`config.mk`:
```
export PLATFORM = sky130hd
export DESIGN_NAME = pwrdn_seq_ctrl
export DESIGN_NICKNAME = d
export VERILOG_FILES = /design/src/rtl/pwrdn_pkg.sv /design/src/rtl/pwrdn_req_detect.sv /design/src/rtl/pwrdn_restart_timer.sv /design/src/rtl/pwrdn_fsm.sv /design/src/rtl/pwrdn_seq_ctrl.sv
export SDC_FILE = /design/constraint.sdc
export NUM_CORES = 1
export LEC_CHECK = 0
export ABC_AREA = 1
export BUFFER_PORTS_ARGS = -buffer_cell sky130_fd_sc_hd__buf_2
export CAP_MARGIN = 20
export CORE_MARGIN = 2
export CORE_UTILIZATION = 55
export DETAILED_ROUTE_END_ITERATION = 7
export GPL_TIMING_DRIVEN = 1
export PLACE_DENSITY = 0.85
export REMOVE_ABC_BUFFERS = 1
export SLEW_MARGIN = 10
export SYNTH_ARGS = -nofsm -noshare
export SYNTH_HDL_FRONTEND = slang
export SYNTH_SLANG_ARGS = --single-unit
```
`constraint.sdc`:
```
create_clock -name clk -period 1.8 [get_ports clk]
set_clock_uncertainty 0.15 [all_clocks]
set_input_delay 0.36 -clock clk [delete_from_list [all_inputs] [get_ports clk]]
set_output_delay 0.36 -clock clk [all_outputs]
set_load 0.02 [all_outputs]
```
`src/rtl/pwrdn_pkg.sv`:
```
package pwrdn_pkg;
  typedef enum logic [1:0] {
    ST_RUN  = 2'd0,
    ST_PEND = 2'd1,
    ST_DOWN = 2'd2,
    ST_WAIT = 2'd3
  } pd_state_e;
endpackage

```
`src/rtl/pwrdn_req_detect.sv`:
```
module pwrdn_req_detect (
  input  logic clk,
  input  logic rst,
  input  logic pd_pin_i,
  input  logic sw_force_i,
  input  logic wake_i,
  input  logic sw_rst_req_i,
  input  logic sw_rst_wake_en_i,
  output logic req_rise_o,
  output logic wake_o
);
  logic req_now;
  logic req_q;

  assign req_now = pd_pin_i | sw_force_i;

  always_ff @(posedge clk) begin
    if (rst) req_q <= 1'b0;
    else     req_q <= req_now;
  end

  assign req_rise_o = req_now & ~req_q;
  assign wake_o     = wake_i | (sw_rst_req_i & sw_rst_wake_en_i);
endmodule

```
`src/rtl/pwrdn_restart_timer.sv`:
```
module pwrdn_restart_timer #(
  parameter int SLOW_CYCLES = 4096,
  parameter int FAST_CYCLES = 100,
  parameter int CNT_W       = $clog2(SLOW_CYCLES + 1)
) (
  input  logic clk,
  input  logic rst,
  input  logic load_i,
  input  logic slow_i,
  output logic done_o
);
  localparam logic [CNT_W-1:0] SLOW_LOAD = CNT_W'(SLOW_CYCLES - 1);
  localparam logic [CNT_W-1:0] FAST_LOAD = CNT_W'(FAST_CYCLES - 1);

  logic [CNT_W-1:0] cnt_q;

  always_ff @(posedge clk) begin
    if (rst)              cnt_q <= '0;
    else if (load_i)      cnt_q <= slow_i ? SLOW_LOAD : FAST_LOAD;
    else if (cnt_q != '0) cnt_q <= cnt_q - 1'b1;
  end

  assign done_o = (cnt_q == '0);
endmodule

```
`src/rtl/pwrdn_fsm.sv`:
```
module pwrdn_fsm
  import pwrdn_pkg::*;
(
  input  logic clk,
  input  logic rst,
  input  logic req_rise_i,
  input  logic commit_i,
  input  logic wake_i,
  input  logic timer_done_i,
  input  logic xtal_stop_i,
  input  logic ctx_clear_mode_i,
  input  logic clkout_gate_i,
  output logic timer_load_o,
  output logic timer_slow_o,
  output logic core_clk_en_o,
  output logic osc_en_o,
  output logic clkout_en_o,
  output logic ctx_clear_o,
  output logic pd_irq_o,
  output logic restart_busy_o
);
  pd_state_e state_q, state_d;
  logic      osc_stop_q;
  logic      ctx_clear_q;
  logic      commit_now;
  logic      stop_eff;
  logic      exit_now;

  assign commit_now = (state_q == ST_PEND) && commit_i;
  assign exit_now   = (state_q == ST_WAIT) && timer_done_i;
  assign stop_eff   = commit_now ? xtal_stop_i : osc_stop_q;

  always_comb begin
    state_d = state_q;
    unique case (state_q)
      ST_RUN:  if (req_rise_i)   state_d = ST_PEND;
      ST_PEND: if (commit_i)     state_d = ST_DOWN;
      ST_DOWN: if (wake_i)       state_d = ST_WAIT;
      ST_WAIT: if (timer_done_i) state_d = ST_RUN;
      default:                   state_d = ST_RUN;
    endcase
  end

  assign timer_load_o = (state_q == ST_DOWN) && wake_i;
  assign timer_slow_o = osc_stop_q;

  always_ff @(posedge clk) begin
    if (rst) begin
      state_q        <= ST_RUN;
      osc_stop_q     <= 1'b0;
      ctx_clear_q    <= 1'b0;
      core_clk_en_o  <= 1'b1;
      osc_en_o       <= 1'b1;
      clkout_en_o    <= 1'b1;
      ctx_clear_o    <= 1'b0;
      pd_irq_o       <= 1'b0;
      restart_busy_o <= 1'b0;
    end else begin
      state_q <= state_d;
      if (commit_now) begin
        osc_stop_q  <= xtal_stop_i;
        ctx_clear_q <= ctx_clear_mode_i;
      end
      core_clk_en_o  <= (state_d == ST_RUN) || (state_d == ST_PEND);
      osc_en_o       <= !((state_d == ST_DOWN) && stop_eff);
      clkout_en_o    <= !((state_d == ST_DOWN) && clkout_gate_i);
      ctx_clear_o    <= exit_now && ctx_clear_q;
      pd_irq_o       <= (state_q == ST_RUN) && req_rise_i;
      restart_busy_o <= (state_d == ST_WAIT);
    end
  end
endmodule

```
`src/rtl/pwrdn_seq_ctrl.sv`:
```
module pwrdn_seq_ctrl #(
  parameter int SLOW_CYCLES = 4096,
  parameter int FAST_CYCLES = 100
) (
  input  logic clk,
  input  logic rst,
  input  logic pd_pin_i,
  input  logic sw_force_i,
  input  logic commit_i,
  input  logic wake_i,
  input  logic sw_rst_req_i,
  input  logic sw_rst_wake_en_i,
  input  logic xtal_stop_i,
  input  logic ctx_clear_mode_i,
  input  logic clkout_gate_i,
  output logic core_clk_en_o,
  output logic osc_en_o,
  output logic clkout_en_o,
  output logic ctx_clear_o,
  output logic pd_irq_o,
  output logic restart_busy_o
);
  localparam int CNT_W = $clog2(SLOW_CYCLES + 1);

  logic req_rise;
  logic wake_any;
  logic tmr_load;
  logic tmr_slow;
  logic tmr_done;

  pwrdn_req_detect u_req (
    .clk              (clk),
    .rst              (rst),
    .pd_pin_i         (pd_pin_i),
    .sw_force_i       (sw_force_i),
    .wake_i           (wake_i),
    .sw_rst_req_i     (sw_rst_req_i),
    .sw_rst_wake_en_i (sw_rst_wake_en_i),
    .req_rise_o       (req_rise),
    .wake_o           (wake_any)
  );

  pwrdn_restart_timer #(
    .SLOW_CYCLES (SLOW_CYCLES),
    .FAST_CYCLES (FAST_CYCLES),
    .CNT_W       (CNT_W)
  ) u_tmr (
    .clk    (clk),
    .rst    (rst),
    .load_i (tmr_load),
    .slow_i (tmr_slow),
    .done_o (tmr_done)
  );

  pwrdn_fsm u_fsm (
    .clk              (clk),
    .rst              (rst),
    .req_rise_i       (req_rise),
    .commit_i         (commit_i),
    .wake_i           (wake_any),
    .timer_done_i     (tmr_done),
    .xtal_stop_i      (xtal_stop_i),
    .ctx_clear_mode_i (ctx_clear_mode_i),
    .clkout_gate_i    (clkout_gate_i),
    .timer_load_o     (tmr_load),
    .timer_slow_o     (tmr_slow),
    .core_clk_en_o    (core_clk_en_o),
    .osc_en_o         (osc_en_o),
    .clkout_en_o      (clkout_en_o),
    .ctx_clear_o      (ctx_clear_o),
    .pd_irq_o         (pd_irq_o),
    .restart_busy_o   (restart_busy_o)
  );
endmodule

```
==> results of run 1 <==
sequential cells by signal, indices dropped and copies added (netlist names):
name / count
u_fsm.timer_slow_o: 1
u_fsm.ctx_clear_q: 1
u_fsm.pd_irq_o: 1
u_req.req_q: 1
u_fsm.ctx_clear_o: 1
u_fsm.clkout_en_o: 1
u_fsm.osc_en_o: 1
u_fsm.restart_busy_o: 1
u_fsm.core_clk_en_o: 1
u_fsm.state_q: 2
u_tmr.cnt_q: 13
final cells by class:
| type | instances | share of cell area (%) |
|---|---|---|
| Multi-Input combinational cell | 129 | 47.69 |
| Sequential cell | 24 | 34.75 |
| Inverter | 28 | 7.602 |
| Timing Repair Buffer | 16 | 5.792 |
| Tap cell | 28 | 2.534 |
| Clock buffer | 3 | 1.629 |
cells in the final DEF (no fill, tap or decap):
| cell type | count |
|---|---|
| nand2_1 | 39 |
| nor2_1 | 28 |
| dfxtp_1 | 24 |
| inv_1 | 21 |
| nand3_1 | 19 |
| buf_2 | 16 |
| a21oi_1 | 7 |
| inv_2 | 6 |
| o21ai_1 | 5 |
| nand2_2 | 5 |
| nor2_2 | 5 |
| nor2_4 | 4 |
| o21ai_0 | 3 |
| clkbuf_4 | 3 |
| or2_1 | 2 |
| nand3_2 | 2 |
| a21oi_2 | 2 |
| nand2_4 | 1 |
| nand3_4 | 1 |
| nand4_1 | 1 |
| nor4_1 | 1 |
| nand3b_1 | 1 |
| nand4_2 | 1 |
| clkinv_1 | 1 |
| and2_1 | 1 |
| ha_1 | 1 |
kinds of logic (layout without fill, tap and decap cells):
| logic type | Yosys count | in the layout |
|---|---|---|
| and+or+nand+nor | 111 | 111 |
| buffers and inverters | 30 | 47 |
| DFF | 24 | 24 |
| AOI/OAI and AO/OA | 17 | 17 |
| adders and majority gates | 1 | 1 |
power by group through the flow:
stage          clock network, W  registers [W]  logic (W)
2_1_floorplan                 0       0.000768   0.000952
3_3_place_gp                  0       0.000781    0.00112
3_5_place_dp                  0       0.000784    0.00116
4_1_cts                0.000231       0.000772    0.00117
5_1_grt                0.000255       0.000791    0.00138
6_report               0.000227       0.000775    0.00121
critical path: stages, from the launching register on:
cell and delay [ns]:
dfxtp_1 0.35, inv_1 0.11, ha_1 0.26, nand3_4 0.14, inv_2 0.07, nand2_1 0.07
nor2_2 0.19, nand3_1 0.09, a21oi_1 0.15
what timing repair did:
item,CTS,global route
hold buffers,0,0
resized for setup,0,2
endpoints found under the setup margin,0,2
how the worst max path moves through the flow:
| stage | startpoint | end | slack [ns] | depth (start not counted) |
|---|---|---|---|---|
| 3_3_place_gp | u_tmr.cnt_q[0]$_SDFFE_PP0P_ | u_fsm.osc_en_o$_SDFF_PP1_ | 0.25 | 9 |
| 4_1_cts | u_tmr.cnt_q[0]$_SDFFE_PP0P_ | u_fsm.osc_en_o$_SDFF_PP1_ | 0.11 | 9 |
| 2_1_floorplan | u_tmr.cnt_q[0]$_SDFFE_PP0P_ | u_fsm.osc_en_o$_SDFF_PP1_ | 0.33 | 9 |
| 6_report | u_tmr.cnt_q[0]$_SDFFE_PP0P_ | u_tmr.cnt_q[0]$_SDFFE_PP0P_ | 0.15 | 8 |
| 3_5_place_dp | u_tmr.cnt_q[0]$_SDFFE_PP0P_ | u_fsm.osc_en_o$_SDFF_PP1_ | 0.15 | 9 |
| 5_1_grt | u_tmr.cnt_q[0]$_SDFFE_PP0P_ | u_tmr.cnt_q[0]$_SDFFE_PP0P_ | 0.01 | 8 |
metal layers:
layer	vias up	share of wire (%)	routed length [µm]	track usage [%]
li1	607	-	-	-
met3	5	3.9	101	2.586
met4	0	1.7	43	11.84
met5	-	0	0	0
met2	28	51	1309	40.60
met1	520	44	1128	25.09
per-stage QoR:
| stage | cells | hold WS (ns) |
|---|---|---|
| after global placement | 225 | 0.2849 |
| after detailed placement | 225 | 0.2924 |
| after floorplan | 181 | 0.2740 |
| after CTS | 228 | 0.1211 |
| final | 228 | 0.1096 |
| after global routing | 228 | 0.1191 |
==> results.json, run 1 <==
{
  "regArea_um2": 480.5,
  "fp-row-count": 17,
  "path_class": "reg -> reg",
  "synth_area_um2": 1244,
  "dieHeight_um": 51.55,
  "power_frac_clock_pct": 10.3,
  "post_cts_buffers": 0,
  "synth_top_family_by_area": "simple AND/OR/NAND/NOR gates",
  "start_util_pct": 57.32,
  "routedWlPerCell_um": 11.33,
  "period_minus_slack_ns": 1.649,
  "io_pins": 17,
  "cts_buffers": 3,
  "coreArea_um2": 2170,
  "place_congestion": 0.9018,
  "outcome": "completed",
  "fill_cells": 207,
  "synthSimpleGateAreaFrac_pct": 43.56,
  "power_density_nw_per_um2": 1598,
  "fin_area_um2": 1383,
  "reg2reg_depth": 8,
  "totalWireLength_um": 2583,
  "synth_xor_area_share_pct": 0,
  "drv_cap": 0,
  "clockBufferDepth": 2,
  "fin_tns_setup_ns": 0,
  "p_sw_w": 0.001041,
  "yosysTopAreaCellShare_pct": 38.63,
  "path_max_fanout": 6,
  "async_reset_ff_share_pct": 0,
  "antenna_found_initial": 0,
  "fin_crit_sh_pct": 91.61,
  "cp_data_required_time_ns": 1.90,
  "h-tree-depth": 1,
  "slew_headroom_pct": 82.43,
  "place_ws_ns": 0.1481,
  "rsz0062_at_grt": "false",
  "clk_pin_slew_ns": 0.12,
  "syn_avg_cell_area_um2": 6.796,
  "die_x_um": 51.55,
  "synth_flop_cell": "dfxtp_1",
  "yosys-top-cells-count": "nand2_1 (39), nor2_1 (28), dfxtp_1 (24), inv_1 (21), nand3_1 (19)",
  "yosysSeqAreaShare_pct": 38.63,
  "power.leakage_nw": 0.6849,
  "hp-class": "in -> reg",
  "slew_violations": 0,
  "min_to": "u_req.req_q$_SDFF_PP0_",
  "clk_latency_ns": 0.31,
  "whs_path_depth": 3,
  "synth_edf_count": 0,
  "io_buffers": 16,
  "hold_viol": 0,
  "fin_util_pct": 63.73,
  "synth.distinct_cells": 25,
  "rr_startpoint": "u_tmr.cnt_q[0]$_SDFFE_PP0P_",
  "synth_most_common_cell": "nand2_1",
  "grt_pass1_vias": 1096,
  "fin_nets": 214,
  "rr_endpoint": "u_tmr.cnt_q[0]$_SDFFE_PP0P_",
  "endpoint_kind": "flop",
  "hold_start": "pd_pin_i",
  "p_comb_share_pct": 54.7,
  "grt-ovfl-total": 0,
  "multiInputGateArea_um2": 659.4,
  "first_pass_iters": 5,
  "setup_viol": 0,
  "grt_pass1_wl_um": 4443,
  "ff2ff_setup_slack_ns": 0.15,
  "fmax_mhz": 606.5,
  "seqPwrFrac_pct": 35.1,
  "synth_mux_area_share_pct": 0,
  "yosysWarnings": 0,
  "track_usage_pct": 22.24,
  "clock_sinks": 24,
  "synth_adder_area_share_pct": 1.006,
  "yosys-top-cells-area": "dfxtp_1 (39%), nand2_1 (12%), nor2_1 (8.5%)",
  "num_vias": 1160,
  "via_per_inst": 5.088,
  "grt_max_degree": 17,
  "p_int_w": 0.001168,
  "critPathLaunchType": "flop",
  "dieArea_um2": 2657,
  "synth_compound_area_share_pct": 7.445,
  "switching_share_pct": 47.14,
  "areaGrowthSynthToFinish_pct": 11.17,
  "power_w": 0.002209,
  "syn_inst": 183,
  "synth_top_area_cell": "dfxtp_1",
  "antenna_left": 0,
  "n_antenna_cell": 0,
  "ir_drop_mv": 0.9123,
  "ys_seq_elements": 24,
  "drt-initial-drc-count": 38,
  "dpl.hpwl_um": 1979,
  "place_area_um2": 1348,
  "clock-root-buffer": "clkbuf_4",
  "cts_tree": "yes",
  "critPathArrivalTime_ns": 1.75,
  "drive_above_1_share_pct": 23.00,
  "tightest_slew_ns": 0.2633,
  "setup_ws_ns": 0.1511,
  "drc_errors": 0
}
No activity file was read; power rests on OpenSTA's default activity.
==> run 2, diff against run 1 <==
--- a/config.mk
+++ b/config.mk
@@ -5,11 +5,10 @@
 export SDC_FILE = /design/constraint.sdc
 export NUM_CORES = 1
 export LEC_CHECK = 0
-export ABC_AREA = 1
 export BUFFER_PORTS_ARGS = -buffer_cell sky130_fd_sc_hd__buf_2
 export CAP_MARGIN = 20
 export CORE_MARGIN = 2
-export CORE_UTILIZATION = 55
+export CORE_UTILIZATION = 54
 export DETAILED_ROUTE_END_ITERATION = 7
 export GPL_TIMING_DRIVEN = 1
 export PLACE_DENSITY = 0.85
==> run 2 against run 1 <==
The flow now finishes with violations (negative setup slack). Via count down 18%. Sequential share of layout area is 0.39 points higher. Total power grew 5.6%. Final cell count decreased by 24%. Register-to-register slack got worse by 0.38 ns. Critical path type unchanged. Highest routed layer unchanged.
==> results.json, run 2 <==
{
  "synth.distinct_cells": 37,
  "fill_cells": 142,
  "top_register": "u_tmr.cnt_q",
  "cts_tree": "yes",
  "drt-initial-drc-count": 13,
  "num_vias": 950,
  "p_int_w": 0.001518,
  "drive_above_1_share_pct": 41.78,
  "hold_viol": 0,
  "place_ws_ns": -0.3725,
  "clk_latency_ns": 0.31,
  "seqPwrFrac_pct": 30.9,
  "cp_data_required_time_ns": 1.84,
  "power_density_nw_per_um2": 1689,
  "tightest_slew_ns": 0.4410,
  "yosys-top-cells-count": "dfxtp_1 (24), a21oi_1 (9), nor2_1 (7), nor3_1 (7)",
  "fin_nets": 160,
  "fin_crit_sh_pct": 112.5,
  "first_pass_iters": 4,
  "p_comb_share_pct": 59.5,
  "ir_drop_mv": 1.169,
  "synth_flop_cell": "dfxtp_1",
  "place_congestion": 0.7624,
  "met1_length_um": 1057,
  "final_common_cell": "buf_4",
  "io_pins": 17,
  "antenna_left": 0,
  "outcome": "complete, but fails checks",
  "dieHeight_um": 48.46,
  "grt_pass1_wl_um": 3919,
  "power.leakage_nw": 0.5871,
  "yosysTopAreaCellShare_pct": 45.02,
  "antenna_found_initial": 0,
  "setup_ws_ns": -0.2255,
  "synth_area_um2": 1067,
  "clockBufferDepth": 2,
  "power_w": 0.002333,
  "endpoint_kind": "flop",
  "critPathLaunchType": "flop",
  "p_sw_w": 0.0008146,
  "layout_common_cells": "buf_4 (23), dfxtp_1 (20), buf_2 (16)",
  "hp-class": "in -> reg",
  "io_buffers": 16,
  "die_x_um": 48.46,
  "dpl.hpwl_um": 1616,
  "clk_pin_slew_ns": 0.12,
  "wl_met2_um": 1165,
  "yosys-top-cells-area": "dfxtp_1 (45%), a21oi_1 (4.2%), xnor2_1 (4.1%)",
  "reg_top3": "u_tmr.cnt_q x13, u_fsm.state_q x2",
  "syn_avg_cell_area_um2": 9.615,
  "fmax_mhz": 493.7,
  "syn_inst": 111,
  "path_max_fanout": 8,
  "synth_most_common_cell": "dfxtp_1",
  "grt-ovfl-total": 0,
  "place_inst": 168,
  "start_util_pct": 56.12,
  "period_minus_slack_ns": 2.026,
  "yosysSeqAreaShare_pct": 45.02,
  "areaGrowthSynthToFinish_pct": 29.43,
  "critPathArrivalTime_ns": 2.06,
  "totalWireLength_um": 2322,
  "hold-worst-slack_ns": 0.1233,
  "grt_max_degree": 24,
  "synth_edf_count": 0,
  "track_usage_pct": 21.55,
  "routedWlPerCell_um": 13.42,
  "coreArea_um2": 1902,
  "maxUsedRoutingLayer": "met4",
  "synth_top_area_cell": "dfxtp_1",
  "slew_violations": 0,
  "drv_cap": 0,
  "cts_buffers": 3,
  "clock_sinks": 24,
  "fp-row-count": 16,
  "yosysWarnings": 0,
  "power_frac_clock_pct": 9.6,
  "ys_seq_elements": 24,
  "slew_headroom_pct": 70.60,
  "async_reset_ff_share_pct": 0,
  "switching_share_pct": 34.92,
  "via_per_inst": 5.491,
  "grt_pass1_vias": 868,
  "drc_errors": 0,
  "violations": "negative setup slack",
  "clock-root-buffer": "clkbuf_4",
  "largest_reg_flops": 13,
  "dieArea_um2": 2348,
  "path_class": "reg -> reg",
  "layoutNonFillerInstCount": 173,
  "rsz0062_at_grt": "true",
  "setup_viol": 17,
  "dr_wl_met3_um": 83,
  "n_antenna_cell": 0,
  "h-tree-depth": 1,
  "cts_hold_buffers": 0
}
[run 2: changes by cell type in the layout (fill, tap and decap cells not counted), moves of 5 or more]
| cell | delta |
|---|---|
| buf_4 | +23 |
| inv_1 | -21 |
| nand2_1 | -35 |
| nand2_2 | -5 |
| nand3_1 | -14 |
| nor2_1 | -21 |
| nor2_2 | -5 |
| nor3_1 | +7 |
| o21ai_1 | -5 |
| xnor2_1 | +5 |
[run 2: per-stage QoR]
stage	utilization (%)	instance area, µm²	setup TNS [ns]
6_report	72.63	1381	-2.709
5_1_grt	72.63	1381	-3.813
4_1_cts	71.58	1361	-2.727
3_5_place_dp	68.22	1297	-4.920
3_3_place_gp	68.22	1297	-3.776
2_1_floorplan	-	1026	-4.653
[run 2: worst paths after layout]
check	slack, ns	depth (start not counted)	endpoint	start
worst max-delay path	-0.23	6	u_tmr.cnt_q[11]$_SDFFE_PP0P_	u_tmr.cnt_q[1]$_SDFFE_PP0P_
worst min-delay path	0.12	3	u_req.req_q$_SDFF_PP0_	pd_pin_i
worst max register to register	-0.23	6	u_tmr.cnt_q[11]$_SDFFE_PP0P_	u_tmr.cnt_q[1]$_SDFFE_PP0P_
worst min register to register	0.34	1	u_fsm.ctx_clear_o$_SDFF_PP0_	u_fsm.ctx_clear_q$_SDFFE_PP0P_
[run 2: repair_timing]
action,in CTS,in global routing
pin swaps,6,8
gates cloned,0,0
setup buffers,1,1
setup endpoints to repair,17,17
resized for setup,12,3
[run 2: final cells by class]
class	instances	area, µm²	area share (%)
clock buffer	3	22.52	1.630
inverter	2	7.507	0.5435
multi-input combinational	78	579.3	41.94
sequential	24	485.5	35.15
tap	27	33.78	2.446
timing repair buffer	39	252.7	18.30
[run 2: power by group through the flow]
stage               Sequential, W  Clock (W)  Combinational (W)
finish                   0.000722   0.000224            0.00139
global route             0.000733   0.000258            0.00152
CTS                      0.000717   0.000231            0.00134
detailed placement       0.000711          0            0.00121
global placement         0.000707          0            0.00117
floorplan                0.000735          0           0.000695
[run 2: cells by family (layout without fill, tap and decap cells)]
group           after synthesis  after routing  synth area share, %
buf+inv                       9             44                4.571
mux                           3              3                2.931
simple gates                 45             45                27.67
flops                        24             24                45.02
fa+ha+maj                     1              1                1.172
compound gates               23             23                13.72
xor+xnor                      6              6                4.924
[run 2: worst max-delay path, stage by stage, from the launching register on]
cell and delay (ns):
dfxtp_2 0.35, inv_2 0.07, ha_4 0.13, or3b_4 0.41, or4_4 0.52, nand3b_1 0.19, o22ai_2 0.09
[run 2: metal layers]
layer | global-route usage (%) | vias up
met4 | 8.095 | 0
met1 | 25.94 | 447
met2 | 36.81 | 21
met5 | 0 | -
met3 | 5.864 | 2
li1 | - | 480
